[src/rtl/opmux_pkg.sv]
package opmux_pkg;

    typedef struct packed {
        logic div0;
        logic ovf;
    } err_t;

    localparam int ERR_BITS = 2;

endpackage

[src/rtl/opmux_operands.sv]
module opmux_operands #(
    parameter int W = 8
) (
    input  logic         clk,
    input  logic         rst_n,
    input  logic         addr,
    input  logic [W-1:0] data_in,
    output logic [W-1:0] opnd_x,
    output logic [W-1:0] opnd_y
);
    localparam int NREG = 2;

    logic [W-1:0] bank [NREG];

    for (genvar i = 0; i < NREG; i++) begin : g_reg
        always_ff @(negedge clk) begin
            if (!rst_n) begin
                bank[i] <= '0;
            end else if (addr == i[0]) begin
                bank[i] <= data_in;
            end
        end
    end

    assign opnd_x = bank[0];
    assign opnd_y = bank[1];

endmodule

[src/rtl/opmux_arith_stub.sv]
module opmux_arith_stub
    import opmux_pkg::*;
#(
    parameter int W = 8
) (
    input  logic [W-1:0]   opnd_x,
    input  logic [W-1:0]   opnd_y,
    input  logic           op_div,
    input  logic           op_signed,
    output logic [2*W-1:0] core_res,
    output err_t           core_err
);
    localparam int RW = 2 * W;
    localparam logic [W-1:0] MIN_NEG = {1'b1, {(W-1){1'b0}}};

    logic [RW-1:0] ext_x, ext_y, prod;
    logic          neg_x, neg_y;
    logic [W-1:0]  mag_x, mag_y, uq, ur, quo, rem;

    always_comb begin
        ext_x = {{W{opnd_x[W-1] & op_signed}}, opnd_x};
        ext_y = {{W{opnd_y[W-1] & op_signed}}, opnd_y};
        prod  = ext_x * ext_y;

        neg_x = op_signed & opnd_x[W-1];
        neg_y = op_signed & opnd_y[W-1];
        mag_x = neg_x ? (~opnd_x + 1'b1) : opnd_x;
        mag_y = neg_y ? (~opnd_y + 1'b1) : opnd_y;
        uq    = (mag_y == '0) ? '0 : (mag_x / mag_y);
        ur    = (mag_y == '0) ? '0 : (mag_x % mag_y);
        quo   = (neg_x ^ neg_y) ? (~uq + 1'b1) : uq;
        rem   = neg_x ? (~ur + 1'b1) : ur;

        core_err = '0;
        if (!op_div) begin
            core_res = prod;
        end else if (opnd_y == '0) begin
            core_err.div0 = 1'b1;
            core_res      = {opnd_x, {W{1'b1}}};
        end else begin
            core_err.ovf = op_signed && (opnd_x == MIN_NEG) && (opnd_y == '1);
            core_res     = {rem, quo};
        end
    end

endmodule

[src/rtl/opmux_result_stage.sv]
module opmux_result_stage
    import opmux_pkg::*;
#(
    parameter int W = 8
) (
    input  logic                      clk,
    input  logic                      rst_n,
    input  logic                      reg_view,
    input  logic                      addr,
    input  logic [2*W-1:0]            core_res,
    input  err_t                      core_err,
    output logic [2*W+ERR_BITS-1:0]   res_q,
    output logic [W-1:0]              result_out,
    output err_t                      err_out
);
    localparam int RW = 2 * W;
    localparam int CW = RW + ERR_BITS;

    logic [CW-1:0] live_word, view_word;

    assign live_word = {core_err, core_res};

    always_ff @(posedge clk) begin
        if (!rst_n) begin
            res_q <= '0;
        end else if (reg_view) begin
            res_q <= live_word;
        end
    end

    always_comb begin
        view_word  = reg_view ? res_q : live_word;
        result_out = addr ? view_word[RW-1:W] : view_word[W-1:0];
        err_out    = err_t'(view_word[CW-1:RW]);
    end

endmodule

[src/rtl/opmux_frontend.sv]
module opmux_frontend
    import opmux_pkg::*;
#(
    parameter int W = 8
) (
    input  logic         clk,
    input  logic         rst_n,
    input  logic [W-1:0] data_in,
    input  logic         addr,
    input  logic         reg_view,
    input  logic         op_div,
    input  logic         op_signed,
    output logic [W-1:0] result_out,
    output logic         err_div0,
    output logic         err_ovf
);
    localparam int RW = 2 * W;
    localparam int CW = RW + ERR_BITS;

    logic [W-1:0]  opnd_x, opnd_y;
    logic [RW-1:0] core_res;
    err_t          core_err, err_out;
    logic [CW-1:0] res_q;

    opmux_operands #(.W(W)) u_opnd (
        .clk     (clk),
        .rst_n   (rst_n),
        .addr    (addr),
        .data_in (data_in),
        .opnd_x  (opnd_x),
        .opnd_y  (opnd_y)
    );

    opmux_arith_stub #(.W(W)) u_core (
        .opnd_x    (opnd_x),
        .opnd_y    (opnd_y),
        .op_div    (op_div),
        .op_signed (op_signed),
        .core_res  (core_res),
        .core_err  (core_err)
    );

    opmux_result_stage #(.W(W)) u_res (
        .clk        (clk),
        .rst_n      (rst_n),
        .reg_view   (reg_view),
        .addr       (addr),
        .core_res   (core_res),
        .core_err   (core_err),
        .res_q      (res_q),
        .result_out (result_out),
        .err_out    (err_out)
    );

    assign err_div0 = err_out.div0;
    assign err_ovf  = err_out.ovf;

endmodule

[config.mk]
export PLATFORM = sky130hd
export DESIGN_NAME = opmux_frontend
export DESIGN_NICKNAME = d
export VERILOG_FILES = /design/src/rtl/opmux_pkg.sv /design/src/rtl/opmux_operands.sv /design/src/rtl/opmux_arith_stub.sv /design/src/rtl/opmux_result_stage.sv /design/src/rtl/opmux_frontend.sv
export SDC_FILE = /design/constraint.sdc
export NUM_CORES = 1
export LEC_CHECK = 0
export CORE_MARGIN = 2
export CORE_UTILIZATION = 55
export CTS_CLUSTER_SIZE = 28
export DETAILED_ROUTE_END_ITERATION = 7
export PLACE_DENSITY = 0.85
export SLEW_MARGIN = 20
export SYNTH_ARGS = -nofsm -noshare
export SYNTH_HDL_FRONTEND = slang
export SYNTH_SLANG_ARGS = --single-unit
[constraint.sdc]
create_clock -name clk -period 26.8 [get_ports clk]
set_input_delay 5.36 -clock clk [delete_from_list [all_inputs] [get_ports clk]]
set_output_delay 5.36 -clock clk [all_outputs]
set_load 0.05 [all_outputs]
==> results of run 1 <==
## logic make-up after synthesis
logic type	synth area share, %
buffers and inverters	7.93
flip-flops	11.3
AO/OA/AOI/OAI	18.9
multiplexers	4.35
XOR/XNOR	5.66
adder cells (fa/ha/maj)	30.4
AND/OR/NAND/NOR	21.4
## synthesized netlist by cell type (4+ instances only)
cell type | instances | area share (%)
a21boi_0 | 5 | 0.51
and3_1 | 12 | 1.0
inv_1 | 101 | 5.1
a21o_1 | 10 | 1.0
xnor2_1 | 31 | 3.7
mux2i_1 | 12 | 1.6
o21ai_0 | 34 | 2.3
nand3_1 | 19 | 1.3
nor2b_1 | 9 | 0.76
or3_1 | 6 | 0.51
o21bai_1 | 6 | 0.61
mux4_2 | 6 | 1.8
o31ai_1 | 5 | 0.51
o211a_1 | 4 | 0.54
o21a_1 | 14 | 1.4
xor2_1 | 17 | 2.0
nand3b_1 | 4 | 0.40
nor4_1 | 10 | 0.84
nand2b_1 | 11 | 0.93
a311oi_1 | 4 | 0.47
edfxtp_1 | 16 | 6.5
buf_4 | 5 | 0.51
fa_1 | 64 | 17
a31oi_1 | 11 | 0.93
or2_2 | 6 | 0.51
a21oi_1 | 61 | 4.1
and2_1 | 36 | 3.0
o211ai_1 | 7 | 0.71
clkbuf_1 | 30 | 1.5
dfxtp_1 | 18 | 4.9
a211oi_1 | 9 | 0.91
nor2_1 | 75 | 3.8
nor3_1 | 17 | 1.1
nand2_1 | 86 | 4.3
mux2_2 | 6 | 0.91
ha_1 | 78 | 13
## what timing repair did
action	CTS
pin swaps	41
buffers inserted	31
endpoints found under the hold margin	0
hold buffers	0
gates resized for setup	63
endpoints found under the setup margin	8
gates cloned	1
## layer usage
metal / GRT usage, % / GRT overflow
met2: 84.6 / 0
met5: 17.3 / 0
met1: 68.5 / 0
met3: 54.2 / 0
met4: 68.4 / 6
## metrics by stage
step           setup WS [ps]  cell area, µm²
4_1_cts                -4820           10300
3_5_place_dp           -4790            9600
3_3_place_gp           -4360            9600
2_1_floorplan          -4720            7850
==> results.json, run 1 <==
{
  "synthArstFlopShare_pct": 0,
  "synth-seq-area-share_pct": 11.3,
  "error": "[ERROR GRT-0232] Routing congestion too high. Check the congestion heatmap in the GUI.",
  "initial_utilization_pct": 56.3,
  "cts_buffer_depth": 2,
  "hpwl_mm": 19.3,
  "worstEndpointGrtRepair": "result_out[6]",
  "numCtsBuffers": 5,
  "io_buffers": 23,
  "die_w_um": 120,
  "ys_warn_count": 0,
  "avgSynthCellArea_um2": 8.15,
  "synth_edf_count": 16,
  "place_congestion": 0.968,
  "synth_cells": 912,
  "syn_area_um2": 7430,
  "dominantRegCellSynth": "dfxtp_1",
  "cts_root_buf": "clkbuf_16",
  "num_rows": 42,
  "io_pins": 24,
  "endpoint_type": "primary output",
  "h-tree-depth": 2,
  "gr-total-overflow": 6,
  "placedCellCount": 1271,
  "synth_seq_cells": 34,
  "lastStage": "global routing",
  "die_h_um": 120,
  "status": "aborted with a tool error",
  "cts_sinks": 34,
  "synth.distinct_cells": 79,
  "grt_max_degree": 33,
  "grt_util_all_layers_pct": 68.6,
  "synth_nets": 1068,
  "antenna_found_initial": 1
}
==> run 2, diff against run 1 <==
--- a/config.mk
+++ b/config.mk
@@ -6,10 +6,9 @@
 export NUM_CORES = 1
 export LEC_CHECK = 0
 export CORE_MARGIN = 2
-export CORE_UTILIZATION = 55
-export CTS_CLUSTER_SIZE = 28
+export CORE_UTILIZATION = 40
 export DETAILED_ROUTE_END_ITERATION = 7
-export PLACE_DENSITY = 0.85
+export PLACE_DENSITY_LB_ADDON = 0.15
 export SLEW_MARGIN = 20
 export SYNTH_ARGS = -nofsm -noshare
 export SYNTH_HDL_FRONTEND = slang
==> run 2 against run 1 <==
The flow now finishes, with violations (negative setup slack); area after synthesis stayed put; synthesized cell count stayed put.
==> results.json, run 2 <==
{
  "io_buffers": 23,
  "largest_register_ffs": 18,
  "cts_root_buf": "clkbuf_16",
  "crit_required_ps": 21440,
  "die-area_um2": 19700,
  "vias": 7643,
  "clk_latency_ps": 360,
  "h-tree-depth": 2,
  "synth-seq-area-share_pct": 11.3,
  "core-area_um2": 18100,
  "avgSynthCellArea_um2": 8.15,
  "die_w_um": 140,
  "layout_common_cells": "buf_4, inv_1, nand2_1",
  "clkSlewWorstSetupHoldPaths_ps": 60,
  "hpwl_mm": 19.6,
  "synth_top_cell_by_area": "fa_1",
  "place_ws_ps": -4760,
  "grt_pass1_wl_mm": 41.6,
  "dominantRegCellSynth": "dfxtp_1",
  "place_area_um2": 9730,
  "top_regs": "u_res.res_q (18), u_opnd.bank (16)",
  "drive_gt1_share_pct": 35.4,
  "num_rows": 49,
  "place_congestion": 0.881,
  "worstSetupEndpointType": "output port",
  "worstPathArrival_ps": 26420,
  "viasPerCell": 5.47,
  "drt_wl_total_mm": 25.2,
  "critPathLaunchType": "flip-flop",
  "violations": "negative setup slack",
  "drc_errors": 0,
  "gr-total-overflow": 0,
  "layout_commonest_cell": "buf_4",
  "largest-register": "u_res.res_q",
  "io_pins": 24,
  "cts_sinks": 34,
  "hold_class": "flip-flop to flip-flop",
  "nets": 1323,
  "grt_max_degree": 33,
  "cp_max_fo": 6,
  "synth_seq_cells": 34,
  "hold_viol": 0,
  "ant_nets": 0,
  "drt_iter0_markers": 493,
  "setup_ws_ps": -4980,
  "ys_warn_count": 0,
  "grt_util_all_layers_pct": 26.4,
  "cts_tree": "yes",
  "cts_buffer_depth": 2,
  "fin_setup_tns_ps": -38730,
  "criticalPathCategory": "flip-flop to output port",
  "synth_nets": 1068,
  "status": "finished with violations",
  "grt_pass1_vias": 7936,
  "synth_top_area_share_pct": 17.2,
  "die_h_um": 140,
  "cap_violations": 0,
  "synth_cells": 912,
  "synth_area_leaders": "fa_1, ha_1, edfxtp_1",
  "worst_slew_pin_slew_ps": 879,
  "areaGrowthSynthToFinish_pct": 44.8,
  "grt_setup_unrepaired": "true",
  "numCtsBuffers": 5,
  "synth.most_common_cell": "inv_1",
  "synth_edf_count": 16,
  "critPathSlowestCell": "or4_4",
  "wl_per_cell_um": 18.1,
  "fin_skew_ps": 82.0,
  "initial_utilization_pct": 41.1,
  "synth.distinct_cells": 79,
  "slew_violations": 0,
  "cp_slowest_stage_delay_ps": 520,
  "diodes": 0,
  "drt_first_pass_iters": 6,
  "finalSetupViolCount": 8,
  "synth.top_cells.by_count": "inv_1, nand2_1, ha_1",
  "synthArstFlopShare_pct": 0,
  "syn_area_um2": 7430,
  "finalInstanceArea_um2": 10800,
  "crit_top_cell": "ha_4",
  "antenna_found_initial": 0,
  "slew_headroom_pct": 41.2
}
-- run 2: worst max-delay path: cells and delay by family, from the launching register on --
family	cells	cell delay, ps
buf+inv	9	1010
xor+xnor	1	140
fa+ha+maj	9	2260
flops	1	390
mux	4	1450
simple gates	15	2040
compound gates	27	5290
-- run 2: layer usage --
| metal | up-vias | GRT usage [%] | wire, µm |
|---|---|---|---|
| met5 | - | 0 | 0 |
| met4 | 0 | 5.00 | 543 |
| met3 | 49 | 2.63 | 1120 |
| met2 | 205 | 46.4 | 12300 |
| met1 | 3725 | 35.5 | 11300 |
| li1 | 3664 | - | - |
-- run 2: logic make-up after synthesis --
| group | after synthesis | share of synthesized area, % |
|---|---|---|
| multiplexers | 24 | 4.35 |
| flip-flops | 34 | 11.3 |
| adder cells (fa/ha/maj) | 142 | 30.4 |
| AND/OR/NAND/NOR | 314 | 21.4 |
| buffers and inverters | 145 | 7.93 |
| XOR/XNOR | 48 | 5.66 |
| AO/OA/AOI/OAI | 205 | 18.9 |
-- run 2: through the flow --
step | cells | hold WS [ps] | utilization, %
after floorplan | 912 | 443 | -
after global placement | 1331 | 455 | 53.8
final | 1397 | 473 | 59.5
after global routing | 1397 | 494 | 59.5
after detailed placement | 1331 | 460 | 53.8
after CTS | 1382 | 472 | 57.7
-- run 2: cell type report --
cell class              count  area (µm²)
well taps                 229         287
clock inverters            19        88.8
clock buffers               5         125
flip-flops and latches     34         841
repair buffers            274        2180
multi-input cells         733        6840
inverters                 103         390
fillers                  1604        7330
-- run 2: final timing paths --
kind	startpoint	cells after the start	end	slack [ps]
max reg2reg	u_opnd.bank[1][0]	64	u_res.res_q[10]	930
min	u_res.res_q[3]	2	u_res.res_q[3]	470
min reg2reg	u_res.res_q[3]	2	u_res.res_q[3]	470
max	u_opnd.bank[1][0]	65	result_out[4]	-4980
-- run 2: repair_timing --
action | CTS | global route
pin swaps | 44 | 45
setup buffers | 30 | 15
gates resized for setup | 55 | 40
endpoints found under the setup margin | 8 | 8
hold buffers | 0 | 0
Power of run 2 is not shown: default switching activity piles up to over one toggle a cycle in this logic, so the estimate is an artifact.
==> run 3, diff against run 2 <==
--- a/config.mk
+++ b/config.mk
@@ -7,6 +7,7 @@
 export LEC_CHECK = 0
 export CORE_MARGIN = 2
 export CORE_UTILIZATION = 40
+export CTS_CLUSTER_DIAMETER = 100
 export DETAILED_ROUTE_END_ITERATION = 7
 export PLACE_DENSITY_LB_ADDON = 0.15
 export SLEW_MARGIN = 20
==> results of run 3 <==
The final DEF is identical to that of run 2; final timing and power are the same.
Power of run 3 is left out for the same reason.
==> run 4, diff against run 3 <==
--- a/config.mk
+++ b/config.mk
@@ -5,6 +5,7 @@
 export SDC_FILE = /design/constraint.sdc
 export NUM_CORES = 1
 export LEC_CHECK = 0
+export ABC_AREA = 0
 export CORE_MARGIN = 2
 export CORE_UTILIZATION = 40
 export CTS_CLUSTER_DIAMETER = 100
==> results of run 4 <==
The final DEF is identical to that of run 2; final timing and power are the same.
Power of run 4 is left out for the same reason.
